`src/rtl/pirq_route_pkg.sv`:
```
// Shared sizing and helpers for the interrupt line router.
// Assumes four lines and 4-bit destination fields.
package pirq_route_pkg;
    localparam int LINE_N  = 4;
    localparam int ROUTE_W = 4;
    localparam int IRQ_N   = 1 << ROUTE_W;
    localparam int CFG_W   = 8;

    typedef logic [ROUTE_W-1:0] route_t;

    // True for destinations that are reserved for system use.
    function automatic logic route_is_reserved(input route_t r);
        return (r == route_t'(2)) || (r == route_t'(8)) || (r == route_t'(13));
    endfunction
endpackage

```
`src/rtl/pirq_route_extract.sv`:
```
// Pulls the destination nibble of each line out of the three config bytes.
// Assumes the fixed field layout: A=b55[7:4], B=b56[3:0], C=b56[7:4], D=b57[7:4];
// the low nibbles of b55 and b57 are not read.
module pirq_route_extract
    import pirq_route_pkg::*;
#(
    parameter int CW = CFG_W
) (
    input  logic [CW-1:0] b55,
    input  logic [CW-1:0] b56,
    input  logic [CW-1:0] b57,
    output route_t        dest [LINE_N]
);
    localparam int HI = CW - 1;
    localparam int LO = CW - ROUTE_W;

    // Select the nibble for each line from its byte.
    always_comb begin
        dest[0] = b55[HI:LO];
        dest[1] = b56[ROUTE_W-1:0];
        dest[2] = b56[HI:LO];
        dest[3] = b57[HI:LO];
    end
endmodule

```
`src/rtl/pirq_irq_merge.sv`:
```
// Builds each request level as the OR of the asserted lines that point at it.
// Assumes destination 0 means disconnected, so request 0 is never driven.
module pirq_irq_merge
    import pirq_route_pkg::*;
#(
    parameter int NL = LINE_N,
    parameter int NI = IRQ_N
) (
    input  logic [NL-1:0] lvl,
    input  route_t        dest [NL],
    output logic [NI-1:0] irq
);
    // Request 0 is the disconnect code and never drives.
    assign irq[0] = 1'b0;

    for (genvar n = 1; n < NI; n++) begin : g_irq
        logic [NL-1:0] hit;
        for (genvar k = 0; k < NL; k++) begin : g_line
            // Line k contributes to request n when aimed at it and asserted.
            assign hit[k] = lvl[k] && (dest[k] == route_t'(n));
        end
        // Wired-OR merge of all contributing lines.
        assign irq[n] = |hit;
    end

    // Guard: the merged vector never holds more raised bits than asserted lines.
    always_comb begin
        assert_merge_fanout_R5: assert ($countones(irq) <= $countones(lvl))
            else $error("merge raised more requests than lines");
    end
endmodule

```
`src/rtl/pirq_reserved_check.sv`:
```
// Flags an asserted line that is aimed at a reserved destination.
// Assumes the flag is informational only; routing is not altered.
module pirq_reserved_check
    import pirq_route_pkg::*;
#(
    parameter int NL = LINE_N
) (
    input  logic [NL-1:0] lvl,
    input  route_t        dest [NL],
    output logic          err
);
    logic [NL-1:0] bad;

    for (genvar k = 0; k < NL; k++) begin : g_line
        // Line k is misrouted while asserted on a reserved destination.
        assign bad[k] = lvl[k] && route_is_reserved(dest[k]);
    end

    // Level-sensitive error: any misrouted asserted line.
    assign err = |bad;

    // Guard: an idle set of lines can never raise the flag.
    always_comb begin
        assert_idle_no_err_R7: assert (!((lvl == '0) && err))
            else $error("error flag with no asserted line");
    end
endmodule

```
`src/rtl/pirq_irq_router.sv`:
```
// Top of the PCI interrupt line to legacy IRQ router. Fully combinational:
// field extraction, wired-OR merge and reserved-destination detection.
// Assumes the config bytes are held stable by the configuration write path.
module pirq_irq_router
    import pirq_route_pkg::*;
(
    input  logic [LINE_N-1:0] pirq_lvl,
    input  logic [CFG_W-1:0]  cfg_b55,
    input  logic [CFG_W-1:0]  cfg_b56,
    input  logic [CFG_W-1:0]  cfg_b57,
    output logic [IRQ_N-1:0]  irq_lvl,
    output logic              route_err
);
    route_t dest [LINE_N];

    pirq_route_extract #(.CW(CFG_W)) u_extract (
        .b55  (cfg_b55),
        .b56  (cfg_b56),
        .b57  (cfg_b57),
        .dest (dest)
    );

    pirq_irq_merge #(.NL(LINE_N), .NI(IRQ_N)) u_merge (
        .lvl  (pirq_lvl),
        .dest (dest),
        .irq  (irq_lvl)
    );

    pirq_reserved_check #(.NL(LINE_N)) u_resv (
        .lvl  (pirq_lvl),
        .dest (dest),
        .err  (route_err)
    );

    // Cross-module guards on the settled outputs.
    always_comb begin
        assert_irq0_quiet_R4: assert (!irq_lvl[0])
            else $error("request 0 driven");
        assert_err_implies_drive_R6: assert (!route_err || (irq_lvl != '0))
            else $error("reserved route flagged but not driven");
        assert_idle_quiet_R5: assert (!((pirq_lvl == '0) && (irq_lvl != '0)))
            else $error("request raised with all lines idle");
    end
endmodule

```
`config.mk`:
```
export PLATFORM = sky130hd
export DESIGN_NAME = pirq_irq_router
export DESIGN_NICKNAME = d
export VERILOG_FILES = /design/src/rtl/pirq_route_pkg.sv /design/src/rtl/pirq_route_extract.sv /design/src/rtl/pirq_irq_merge.sv /design/src/rtl/pirq_reserved_check.sv /design/src/rtl/pirq_irq_router.sv
export SDC_FILE = /design/constraint.sdc
export NUM_CORES = 1
export LEC_CHECK = 0
export BUFFER_PORTS_ARGS = -buffer_cell sky130_fd_sc_hd__buf_4
export CORE_MARGIN = 3
export CORE_UTILIZATION = 41
export DETAILED_ROUTE_END_ITERATION = 6
export PLACE_DENSITY = 0.85
export SETUP_SLACK_MARGIN = 0.4
export SLEW_MARGIN = 15
export SYNTH_ARGS = -nofsm -noshare
export SYNTH_HDL_FRONTEND = slang
export SYNTH_SLANG_ARGS = --single-unit
```
`constraint.sdc`:
```
create_clock -name vclk -period 1.6
set_input_delay 0.32 -clock vclk [all_inputs]
set_output_delay 0.32 -clock vclk [all_outputs]
set_load 0.03 [all_outputs]
```
==> implementation parameters, run 1 <==
Parameter                              Value

Placed design
  Count of input and output buffers ... 36
  Placer Congestion ... 1.003

Synthesis
  Fraction of post-synthesis cell area in the top cell type by area ... 0.1678
  Post-synth net total ... 110
  Avg Cell Area, Syn ... 6.546 um2
  Post-Synthesis Cells ... just over 80
  Portion of the post-synthesis area used by sequential elements ... 0
  Dominant cell type by area after synthesis ... a221o_1
  Warnings from Yosys ... 0
  Synthesized cell area ... 536.8 um2
  Number of distinct library cells after synthesis ... 28
  Synth top area cells ... a221o_1 (17%), o22ai_1 (10%), nand3_1 (8.4%)

Floorplanning
  Die height ... 42.18 um
  Initial cell density of the core ... 0.4583
  Chip width ... 42.18 um
  Number of placement rows ... 12
  I/O Pins ... 45

Outcome
  Tool error ... [ERROR DPL-0038] Utilization greater than 100%, impossible to legalize
  Stopping stage ... detailed placement
  Run status ... stopped before the end
-- cell usage after synthesis, types with 2 or more instances --
cell,instances
inv_1,2
a31oi_1,2
nand3b_1,2
nor2b_1,5
nor2_1,9
a221o_1,9
nand2_1,6
and3_1,3
nand3_1,9
or2_1,2
o211ai_1,2
or3b_1,2
a32oi_1,2
o22ai_1,9
nand2b_1,5
-- per-stage QoR --
stage | TNS, ns | setup slack, ns | area (um2)
2_1_floorplan | -0.2899 | -0.2899 | 645.6
3_3_place_gp | -1.238 | -0.3102 | 1204
-- logic make-up after synthesis --
logic type	synth area share
AOI/OAI and AO/OA	0.4102
other	0.006986
buffers and inverters	0.02798
and+or+nand+nor	0.5548
==> run 2, diff against run 1 <==
--- a/config.mk
+++ b/config.mk
@@ -6,11 +6,10 @@
 export NUM_CORES = 1
 export LEC_CHECK = 0
 export BUFFER_PORTS_ARGS = -buffer_cell sky130_fd_sc_hd__buf_4
-export CORE_MARGIN = 3
-export CORE_UTILIZATION = 41
+export CORE_AREA = 3 3 64 66
 export DETAILED_ROUTE_END_ITERATION = 6
-export PLACE_DENSITY = 0.85
-export SETUP_SLACK_MARGIN = 0.4
+export DIE_AREA = 0 0 67 69
+export PLACE_DENSITY_LB_ADDON = 0.15
 export SLEW_MARGIN = 15
 export SYNTH_ARGS = -nofsm -noshare
 export SYNTH_HDL_FRONTEND = slang
==> run 2 against run 1 <==
  * The flow now finishes, with violations (negative setup slack)
  * Area after synthesis unchanged
  * Synthesized cell count unchanged
==> implementation parameters, run 2 <==
Parameter                              Value

Timing
  Final Setup Violations ... 8
  Number of endpoints with negative hold slack in the final report ... 0
  Final total negative setup slack ... -0.8010 ns
  Final Max Slew Viols ... 0
  Hold slack ... approximately 1.1 ns
  Fin crit period ... about 1.8 ns
  Final worst path period share ... 1.155
  Worst path setup slack after routing ... -0.2473 ns
  Highest clock rate ... 0.5413 GHz
  Setup repair after global routing missed its margin ... true

Floorplanning
  Chip width ... 67 um (was 42.18 um)
  I/O Pins ... 45 (unchanged)
  Die area ... 4623 um2
  Initial cell density of the core ... 0.1477 (was 0.4583)
  Die height ... 69 um (was 42.18 um)
  CORE AREA ... roughly 3600 um2
  Number of placement rows ... 22 (was 12)

Final layout
  Layout fillers ... 381
  Flip-flop and latch count ... 0
  Clock buffer count ... 0
  Area delta synth->final ... 182.1%
  Footprint of the flip-flops and latches ... 0 um2
  Final standard cell count with taps included and fillers excluded ... 204
  Fin nets ... 186
  Proportion of layout cells with a drive suffix above 1 ... 0.7244
  Leading cell types in the layout, fill and taps excluded ... buf_4 (43), buf_6 (30), a221o_1 (9)
  Commonest non-fill, non-tap cell in the layout ... buf_4
  Number of antenna diodes ... 0

Setup path
  Type of the worst setup path ... input port to primary output
  Cell family with the largest share of critical-path delay ... simple AND/OR/NAND/NOR gates
  Count of buffering cells on the critical path with inverters included ... 2
  Most common cell type on the critical path ... buf_6
  Delay of the slowest cell on the worst path ... slightly below 0.5 ns
  Crit Path Max Fanout ... 2
  List of cells traversed by the critical path ... buf_6, nand3b_4, o22ai_2, a221o_1, or4_4, buf_6
  CP endpoint kind ... primary output
  CP Data Arrival Time ... 1.53 ns
  Crit start category ... input port
  Data required time at the worst endpoint ... 1.28 ns
  Cell with the largest stage delay on the worst path ... or4_4

GRT
  Via count of the first global-routing pass ... 973
  Met2 global-route usage ... 0.2216
  Maximum number of pins on one net before global-route repair ... 7
  Residual overflow from global routing ... 0
  Combined global-route utilization of all metal layers ... 0.1231
  First-pass GRT wire length ... 4657 um
  Met3 usage ... 0.01466
  Global-route track usage on met1 ... 0.1611
  Number of antenna violations at the first check in global routing ... 0
  Layer with the highest usage ... met2

Synthesis
  Share of synthesized cell area in full adder, half adder and majority cells ... 0 (unchanged)
  Warnings from Yosys ... 0 (unchanged)
  Fraction of post-synthesis cell area in the top cell type by area ... 0.1678 (unchanged)
  Synth Area in Simple Gates ... 0.5548 (unchanged)
  Post-Synthesis Cells ... 82 (unchanged)
  Top cells by instance count after synthesis ... a221o_1 (9), nand3_1 (9), nor2_1 (9), o22ai_1 (9), nand2_1 (6) (unchanged)
  Avg Cell Area, Syn ... 6.546 um2 (unchanged)
  Number of distinct library cells after synthesis ... 28 (unchanged)
  Complex-gate fraction of the synthesized area ... 0.4103 (unchanged)
  Portion of the post-synthesis area used by sequential elements ... 0 (unchanged)
  Parity-gate share of the synthesized area counting xor and xnor cells ... 0 (unchanged)
  Post-synth net total ... 110 (unchanged)
  Dominant cell type by area after synthesis ... a221o_1 (unchanged)
  Synth top area cells ... a221o_1 (17%), o22ai_1 (10%), nand3_1 (8.4%) (unchanged)
  Synthesized cell area ... 536.8 um2 (unchanged)
  Largest family of logic cells by synthesized area ... simple AND/OR/NAND/NOR gates (unchanged)
  Mux cell area share after synthesis ... 0 (unchanged)

Route
  Average routed wire per standard cell ... approximately 15 um
  Length of the first detailed-routing pass in iterations ... 4
  DRC ... 0
  Vias ... ~1000
  Number of DRC markers in iteration 0 ... 75
  Remaining number of nets flagged by the antenna check after routing ... 0
  Number of vias per cell ... 4.946
  Final WL ... 3101 um

Outcome
  Failing checks ... negative setup slack
  Run status ... finished with violations (was stopped before the end)

Placed design
  Placer Congestion ... 0.9193 (was 1.003)
  Post-placement setup slack ... -0.3056 ns
  Count of input and output buffers ... 36 (unchanged)
  Total instance count after detailed placement ... ~200
  Final HPWL from detailed placement ... 2471 um

Power
  Pleak ... about 0.0007 uW
  Largest vdd supply drop ... 0.07178 mV
  Total power of the final layout ... 431.2 uW
  PwrDens ... 284.8 nW/um2

Job
  Max-Cap Viols ... 0

Clocking
  Hold buffers post-CTS ... 0

Hold path
  Worst hold path class ... input port to primary output
-- run 2: cell counts after synthesis --
Identical to the previous run, type by type.
-- run 2: where the power goes --
| group | switching, uW | internal (uW) | leakage, uW |
|---|---|---|---|
| logic | 207 | 224 | 0.000701 |
| registers | 0 | 0 | 0 |
| clock network | 0 | 0 | 0 |
| total | 207 | 224 | 0.000701 |
-- run 2: repair_timing --
action,in CTS,in global routing
endpoints found under the setup margin,14,14
setup buffers,1,2
gates resized for setup,47,33
pin swaps,7,8
-- run 2: layout make-up --
class                           count  area [um2]  share of cell area
Multi-Input combinational cell     79       755.7              0.4992
Timing Repair Buffer               75       690.7              0.4562
Tap cell                           48       60.06             0.03967
Inverter                            2       7.507            0.004959
-- run 2: stage by stage --
| step | util | area, um2 |
|---|---|---|
| after floorplan | - | 543.0 |
| after global placement | 0.3147 | 1144 |
| after detailed placement | 0.3147 | 1144 |
| after CTS | 0.3740 | 1359 |
| after global routing | 0.4167 | 1514 |
| final | 0.4167 | 1514 |
-- run 2: worst paths after layout --
kind / start / to / slack, ns / depth (start not counted)
worst max-delay path: cfg_b56[0] / route_err / -0.25 / 6
worst min-delay path: cfg_b57[6] / irq_lvl[12] / 1.08 / 4
-- run 2: cells by family after synthesis --
| kind of cell | count (synthesis) |
|---|---|
| AOI/OAI and AO/OA | 28 |
| buffers and inverters | 3 |
| other | 1 |
| and+or+nand+nor | 50 |
-- run 2: metal layers --
metal | up-vias | share of wire
met5 | - | 0
met4 | 0 | 0.0042
met3 | 3 | 0.065
met2 | 39 | 0.51
met1 | 484 | 0.42
li1 | 483 | -
(Power assumes the default switching activity.)
==> run 3, diff against run 2 <==
--- a/config.mk
+++ b/config.mk
@@ -13,4 +13,5 @@
 export SLEW_MARGIN = 15
 export SYNTH_ARGS = -nofsm -noshare
 export SYNTH_HDL_FRONTEND = slang
+export SYNTH_HIERARCHICAL = 1
 export SYNTH_SLANG_ARGS = --single-unit
==> run 3 against run 2 <==
  * The flow still finishes with violations (negative setup slack)
  * Die area unchanged
  * Via count decreased by 12%
  * Combinational power decreased by 25%
  * Hold slack improved by 0.017 ns
  * First-iteration DRC count decreased by 29%
  * Synthesized cell count increased by 17%
  * Critical path depth unchanged
  * Flip-flop and latch count unchanged
  * Power decreased by 25%
  * Maximum frequency increased by 15%
  * Critical path type unchanged
  * Largest power group unchanged
==> implementation parameters, run 3 <==
Parameter                              Value

Outcome
  Run status ... finished with violations (unchanged)
  Failing checks ... negative setup slack (unchanged)

Placed design
  Count of input and output buffers ... 36 (unchanged)
  Placer Congestion ... 0.8160 (was 0.9193)
  Final HPWL from detailed placement ... 2229 um (was 2471 um)
  Post-placement setup slack ... -0.03358 ns (was -0.3056 ns)

Floorplanning
  Die height ... 69 um (unchanged)
  Die area ... 4623 um2 (unchanged)
  CORE AREA ... 3633 um2 (unchanged)
  Chip width ... 67 um (unchanged)
  Initial cell density of the core ... 0.1997 (was 0.1477)
  I/O Pins ... 45 (unchanged)
  Number of placement rows ... 22 (unchanged)

Route
  Vias ... 890 (was 1009)
  Remaining number of nets flagged by the antenna check after routing ... 0 (unchanged)
  Final WL ... 2683 um (was 3101 um)
  Number of DRC markers in iteration 0 ... 53 (was 75)
  Length of the first detailed-routing pass in iterations ... 4 (unchanged)
  DRC ... 0 (unchanged)
  Average routed wire per standard cell ... 15.60 um (was 15.20 um)
  Number of vias per cell ... 5.174 (was 4.946)

Timing
  Final Max Slew Viols ... 0 (unchanged)
  Final Setup Violations ... 1 (was 8)
  Setup repair after global routing missed its margin ... true (unchanged)
  Fin crit period ... 1.601 ns (was 1.847 ns)
  Final worst path period share ... 1.001 (was 1.155)
  Worst path setup slack after routing ... -0.0009024 ns (was -0.2473 ns)
  Number of endpoints with negative hold slack in the final report ... 0 (unchanged)
  Highest clock rate ... 0.6246 GHz (was 0.5413 GHz)

Final layout
  Number of antenna diodes ... 0 (unchanged)
  Clock buffer count ... 0 (unchanged)
  Proportion of layout cells with a drive suffix above 1 ... 0.5726 (was 0.7244)
  Area delta synth->final ... 55.69% (was 182.1%)
  Fin nets ... 154 (was 186)
  Flip-flop and latch count ... 0 (unchanged)
  Leading cell types in the layout, fill and taps excluded ... buf_4 (42), a22oi_1 (9), o221ai_1 (8) (was buf_4 (43), buf_6 (30), a221o_1 (9))
  Footprint of the flip-flops and latches ... 0 um2 (unchanged)
  Commonest non-fill, non-tap cell in the layout ... buf_4 (unchanged)
  Layout fillers ... 408 (was 381)

Hold path
  Worst hold path class ... input port to primary output (unchanged)

Synthesis
  Synthesized cell area ... 725.7 um2 (was 536.8 um2)
  Number of distinct library cells after synthesis ... 20 (was 28)
  Portion of the post-synthesis area used by sequential elements ... 0 (unchanged)
  Most common cell in the synthesized netlist ... buf_4
  Fraction of post-synthesis cell area in the top cell type by area ... 0.1810 (was 0.1678)
  Warnings from Yosys ... 6 (was 0)
  Dominant cell type by area after synthesis ... o221ai_1 (was a221o_1)
  Post-Synthesis Cells ... 96 (was 82)
  Synth top area cells ... o221ai_1 (18%), buf_4 (18%), a22oi_1 (16%) (was a221o_1 (17%), o22ai_1 (10%), nand3_1 (8.4%))
  Top cells by instance count after synthesis ... buf_4 (17), a22oi_1 (15), o221ai_1 (15) (was a221o_1 (9), nand3_1 (9), nor2_1 (9), o22ai_1 (9), nand2_1 (6))
  Post-synth net total ... 124 (was 110)
  Avg Cell Area, Syn ... 7.559 um2 (was 6.546 um2)

GRT
  Number of antenna violations at the first check in global routing ... 0 (unchanged)
  Maximum number of pins on one net before global-route repair ... 10 (was 7)
  Via count of the first global-routing pass ... 869 (was 973)
  First-pass GRT wire length ... 4050 um (was 4657 um)
  Residual overflow from global routing ... 0 (unchanged)
  Combined global-route utilization of all metal layers ... 0.1062 (was 0.1231)

Power
  Total power of the final layout ... 322.0 uW (was 431.2 uW)
  Largest vdd supply drop ... 0.06471 mV (was 0.07178 mV)
  PwrDens ... 285.0 nW/um2 (was 284.8 nW/um2)
  Pleak ... 0.0004398 uW (was 0.0007005 uW)

Setup path
  Crit start category ... input port (unchanged)
  Type of the worst setup path ... input port to primary output (unchanged)
  Crit Path Max Fanout ... 6 (was 2)
  CP Data Arrival Time ... 1.28 ns (was 1.53 ns)
  Data required time at the worst endpoint ... 1.28 ns (about the same)
  CP endpoint kind ... primary output (unchanged)

Job
  Max-Cap Viols ... 0 (unchanged)
-- run 3: cell count changes in the layout (fill, tap and decap cells not counted), sizes merged, moves of 9 or more --
| cell | previous run | this run |
|---|---|---|
| o221ai | 1 | 15 |
| a22oi | 0 | 15 |
| o22ai | 9 | 0 |
| buf | 75 | 45 |
| a221o | 9 | 0 |
-- run 3: report_power, final --
group	switching [uW]	internal, uW
logic	182	140
registers	0	0
clock network	0	0
-- run 3: logic make-up after synthesis --
family | after synthesis | share of synthesized area
AOI/OAI and AO/OA | 34 | 0.3845
buffers and inverters | 17 | 0.1759
and+or+nand+nor | 40 | 0.3862
xor gates and xnor gates | 4 | 0.04827
other | 1 | 0.005167
-- run 3: metrics by stage --
stage / hold slack (ns) / setup TNS [ns] / std cells / area [um2] / util
2_1_floorplan: 0.9439 / -0.3987 / 96 / 744.5 / -
4_1_cts: 1.099 / 0 / 172 / 1045 / 0.2875
6_report: 1.102 / -0.0009024 / 172 / 1130 / 0.3110
3_5_place_dp: 1.097 / -0.04588 / 172 / 1027 / 0.2827
3_3_place_gp: 1.091 / -0.05608 / 172 / 1027 / 0.2827
5_1_grt: 1.136 / -0.1219 / 172 / 1130 / 0.3110
-- run 3: final timing paths --
path | slack [ns] | start | end | depth (start not counted)
worst max-delay path | -0.0009 | pirq_lvl[0] | irq_lvl[3] | 6
worst min-delay path | 1.10 | pirq_lvl[0] | route_err | 4
-- run 3: what timing repair did --
action,CTS,global route
endpoints found under the setup margin,3,13
buffers inserted,0,0
pin swaps,1,6
hold endpoints to repair,0,0
resized for setup,4,19
hold buffers,0,0
-- run 3: area by class of cell --
class / count / area, um2 / share of cell area
multi-input combinational: 79 / 711.9 / 0.6301
tap: 48 / 60.06 / 0.05316
timing repair buffer: 45 / 357.8 / 0.3167
-- run 3: worst max-delay path, stage by stage --
cell	delay [ns]
buf_4	0.13
nor3b_1	0.13
buf_4	0.14
a32oi_1	0.24
o221ai_2	0.14
buf_4	0.18
-- run 3: layer usage --
metal | track usage | wire (um) | vias up
met1 | 0.1455 | 1205 | 423
met5 | 0 | 0 | -
met4 | 0.009009 | 0 | 0
met3 | 0.009772 | 149 | 0
li1 | - | - | 445
met2 | 0.1834 | 1329 | 22
==> run 4, diff against run 3 <==
--- a/config.mk
+++ b/config.mk
@@ -10,6 +10,7 @@
 export DETAILED_ROUTE_END_ITERATION = 6
 export DIE_AREA = 0 0 67 69
 export PLACE_DENSITY_LB_ADDON = 0.15
+export RECOVER_POWER = 100
 export SLEW_MARGIN = 15
 export SYNTH_ARGS = -nofsm -noshare
 export SYNTH_HDL_FRONTEND = slang
==> run 4 against run 3 <==
  * The flow now finishes without violations
  * Routed wire length up 1.1%
  * Largest power group unchanged
  * Hold slack got worse by 0.0058 ns
  * Flip-flop and latch count unchanged
  * Power is 1.7% lower
  * Final cell count stayed put
  * Core utilization fell by 0.72 points
  * First-iteration DRC count increased by 40%
  * Global-route usage did not move
  * Combinational power fell by 2%
  * Via count rose by 2.4%
  * Sequential share of layout area did not move
==> implementation parameters, run 4 (synthesized netlist as in run 3, its figures left out) <==
Parameter                              Value

Outcome
  Run status ... finished, final reports clean (was finished with violations)

Final layout
  Footprint of the flip-flops and latches ... 0 um2 (unchanged)
  Clock buffer count ... 0 (unchanged)
  Number of antenna diodes ... 0 (unchanged)
  Layout fillers ... 411 (was 408)
  Fin nets ... 154 (unchanged)
  Commonest non-fill, non-tap cell in the layout ... buf_4 (unchanged)
  Area delta synth->final ... 52.07% (was 55.69%)
  Flip-flop and latch count ... 0 (unchanged)
  Multi-input gate area in the final layout ... 685.7 um2 (was 711.9 um2)
  Proportion of layout cells with a drive suffix above 1 ... 0.5403 (was 0.5726)
  Leading cell types in the layout, fill and taps excluded ... buf_4 (41), o221ai_1 (11), a22oi_1 (9) (was buf_4 (42), a22oi_1 (9), o221ai_1 (8))
  Final standard cell count with taps included and fillers excluded ... 172 (unchanged)

Route
  Vias ... 911 (was 890)
  Average routed wire per standard cell ... 15.77 um (was 15.60 um)
  Number of vias per cell ... 5.297 (was 5.174)
  Length of the first detailed-routing pass in iterations ... 4 (unchanged)
  DRC ... 0 (unchanged)
  Remaining number of nets flagged by the antenna check after routing ... 0 (unchanged)
  Number of DRC markers in iteration 0 ... 74 (was 53)
  Final WL ... 2712 um (was 2683 um)

Power
  Reg power frac ... 0 (about the same)
  PwrDens ... 286.9 nW/um2 (was 285.0 nW/um2)
  Total power of the final layout ... 316.6 uW (was 322.0 uW)
  Power share of the combinational group ... 1.000 (about the same)
  Power share of the clock group ... 0 (about the same)
  Power spent charging and discharging nets ... 178.8 uW (was 182.0 uW)
  Cell Int Power ... 137.8 uW (was 140.0 uW)
  Largest vdd supply drop ... 0.06459 mV (was 0.06471 mV)
  Pleak ... 0.0004331 uW (was 0.0004398 uW)
  Sw Ratio ... 0.5648 (was 0.5653)

Setup path
  Count of buffering cells on the critical path with inverters included ... 2 (was 3)
  Startpoint of the most critical setup path ... pirq_lvl[0] (unchanged)
  Delay of the slowest cell on the worst path ... 0.26 ns (was 0.24 ns)
  Most common cell type on the critical path ... buf_4 (unchanged)
  Number of cells on the critical path ... 5 (was 6)
  Crit Path Max Fanout ... 6 (unchanged)
  List of cells traversed by the critical path ... buf_4, and3b_2, a22oi_2, o221ai_1, buf_4 (was buf_4, nor3b_1, buf_4, a32oi_1, o221ai_2, buf_4)
  Type of the worst setup path ... input port to primary output (unchanged)
  Crit path to ... irq_lvl[8] (was irq_lvl[3])
  CP Data Arrival Time ... 1.28 ns (about the same)
  Cell family with the largest share of critical-path delay ... compound AO/OA/AOI/OAI gates (was buffers and inverters)
  Data required time at the worst endpoint ... 1.28 ns (about the same)
  CP endpoint kind ... primary output (unchanged)
  Crit start category ... input port (unchanged)
  Cell with the largest stage delay on the worst path ... and3b_2 (was a32oi_1)

Timing
  Worst path setup slack after routing ... 0.001785 ns (was -0.0009024 ns)
  Fin crit period ... 1.598 ns (was 1.601 ns)
  Final Max Slew Viols ... 0 (unchanged)
  Final total negative setup slack ... 0 ns (was -0.0009024 ns)
  Setup repair after global routing missed its margin ... true (unchanged)
  Highest clock rate ... 0.6257 GHz (was 0.6246 GHz)
  Number of endpoints with negative hold slack in the final report ... 0 (unchanged)
  Final Setup Violations ... 0 (was 1)
  Final worst path period share ... 0.9989 (was 1.001)

GRT
  Maximum number of pins on one net before global-route repair ... 10 (unchanged)
  Via count of the first global-routing pass ... 869 (unchanged)
  Residual overflow from global routing ... 0 (unchanged)
  Number of antenna violations at the first check in global routing ... 0 (unchanged)
  First-pass GRT wire length ... 4050 um (unchanged)
  Combined global-route utilization of all metal layers ... 0.1062 (unchanged)

Placed design
  Final HPWL from detailed placement ... 2229 um (unchanged)
  Count of input and output buffers ... 36 (unchanged)
  Post-placement setup slack ... -0.03358 ns (unchanged)
  Placer Congestion ... 0.8160 (unchanged)
  Total instance count after detailed placement ... 172 (unchanged)

Floorplanning
  Chip width ... 67 um (unchanged)
  Die area ... 4623 um2 (unchanged)
  I/O Pins ... 45 (unchanged)
  Die height ... 69 um (unchanged)
  CORE AREA ... 3633 um2 (unchanged)
  Initial cell density of the core ... 0.1997 (unchanged)
  Number of placement rows ... 22 (unchanged)

Job
  Max-Cap Viols ... 0 (unchanged)

Clocking
  Hold buffers post-CTS ... 0 (unchanged)

Hold path
  Worst hold path class ... input port to primary output (unchanged)
## run 4: timing repair
action	in CTS	in global routing
gates resized for setup	4	19
buffers inserted	0	0
pin swaps	1	6
setup endpoints to repair	3	13
## run 4: worst min path at each step
stage | start | endpoint | slack, ns | cells after the start
after floorplan | pirq_lvl[0] | route_err | 0.94 | 2
after global placement | pirq_lvl[0] | route_err | 1.09 | 4
after detailed placement | pirq_lvl[0] | route_err | 1.10 | 4
after CTS | pirq_lvl[0] | route_err | 1.10 | 4
after global routing | pirq_lvl[0] | route_err | 1.14 | 4
final | pirq_lvl[0] | route_err | 1.10 | 4
## run 4: layout make-up
class	count	share of cell area
multi-input cells	79	0.6213
repair buffers	45	0.3243
well taps	48	0.05442
## run 4: metrics by stage
stage,util,instance area (um2),hold slack (ns)
6_report,0.3037,1104,1.096
5_1_grt,0.3037,1104,1.136
4_1_cts,0.2875,1045,1.099
3_5_place_dp,0.2827,1027,1.097
3_3_place_gp,0.2827,1027,1.091
2_1_floorplan,-,744.5,0.9439
## run 4: power groups by stage
stage	combinational, uW	clock, uW	sequential (uW)
3_3_place_gp	292	0	0
4_1_cts	303	0	0
5_1_grt	339	0	0
2_1_floorplan	197	0	0
3_5_place_dp	298	0	0
6_report	317	0	0
## run 4: routing by layer
layer	GRT usage	routed length [um]	up-vias
met4	0.009009	15	0
li1	-	-	443
met3	0.009772	149	2
met2	0.1834	1333	29
met1	0.1455	1213	437
met5	0	0	-
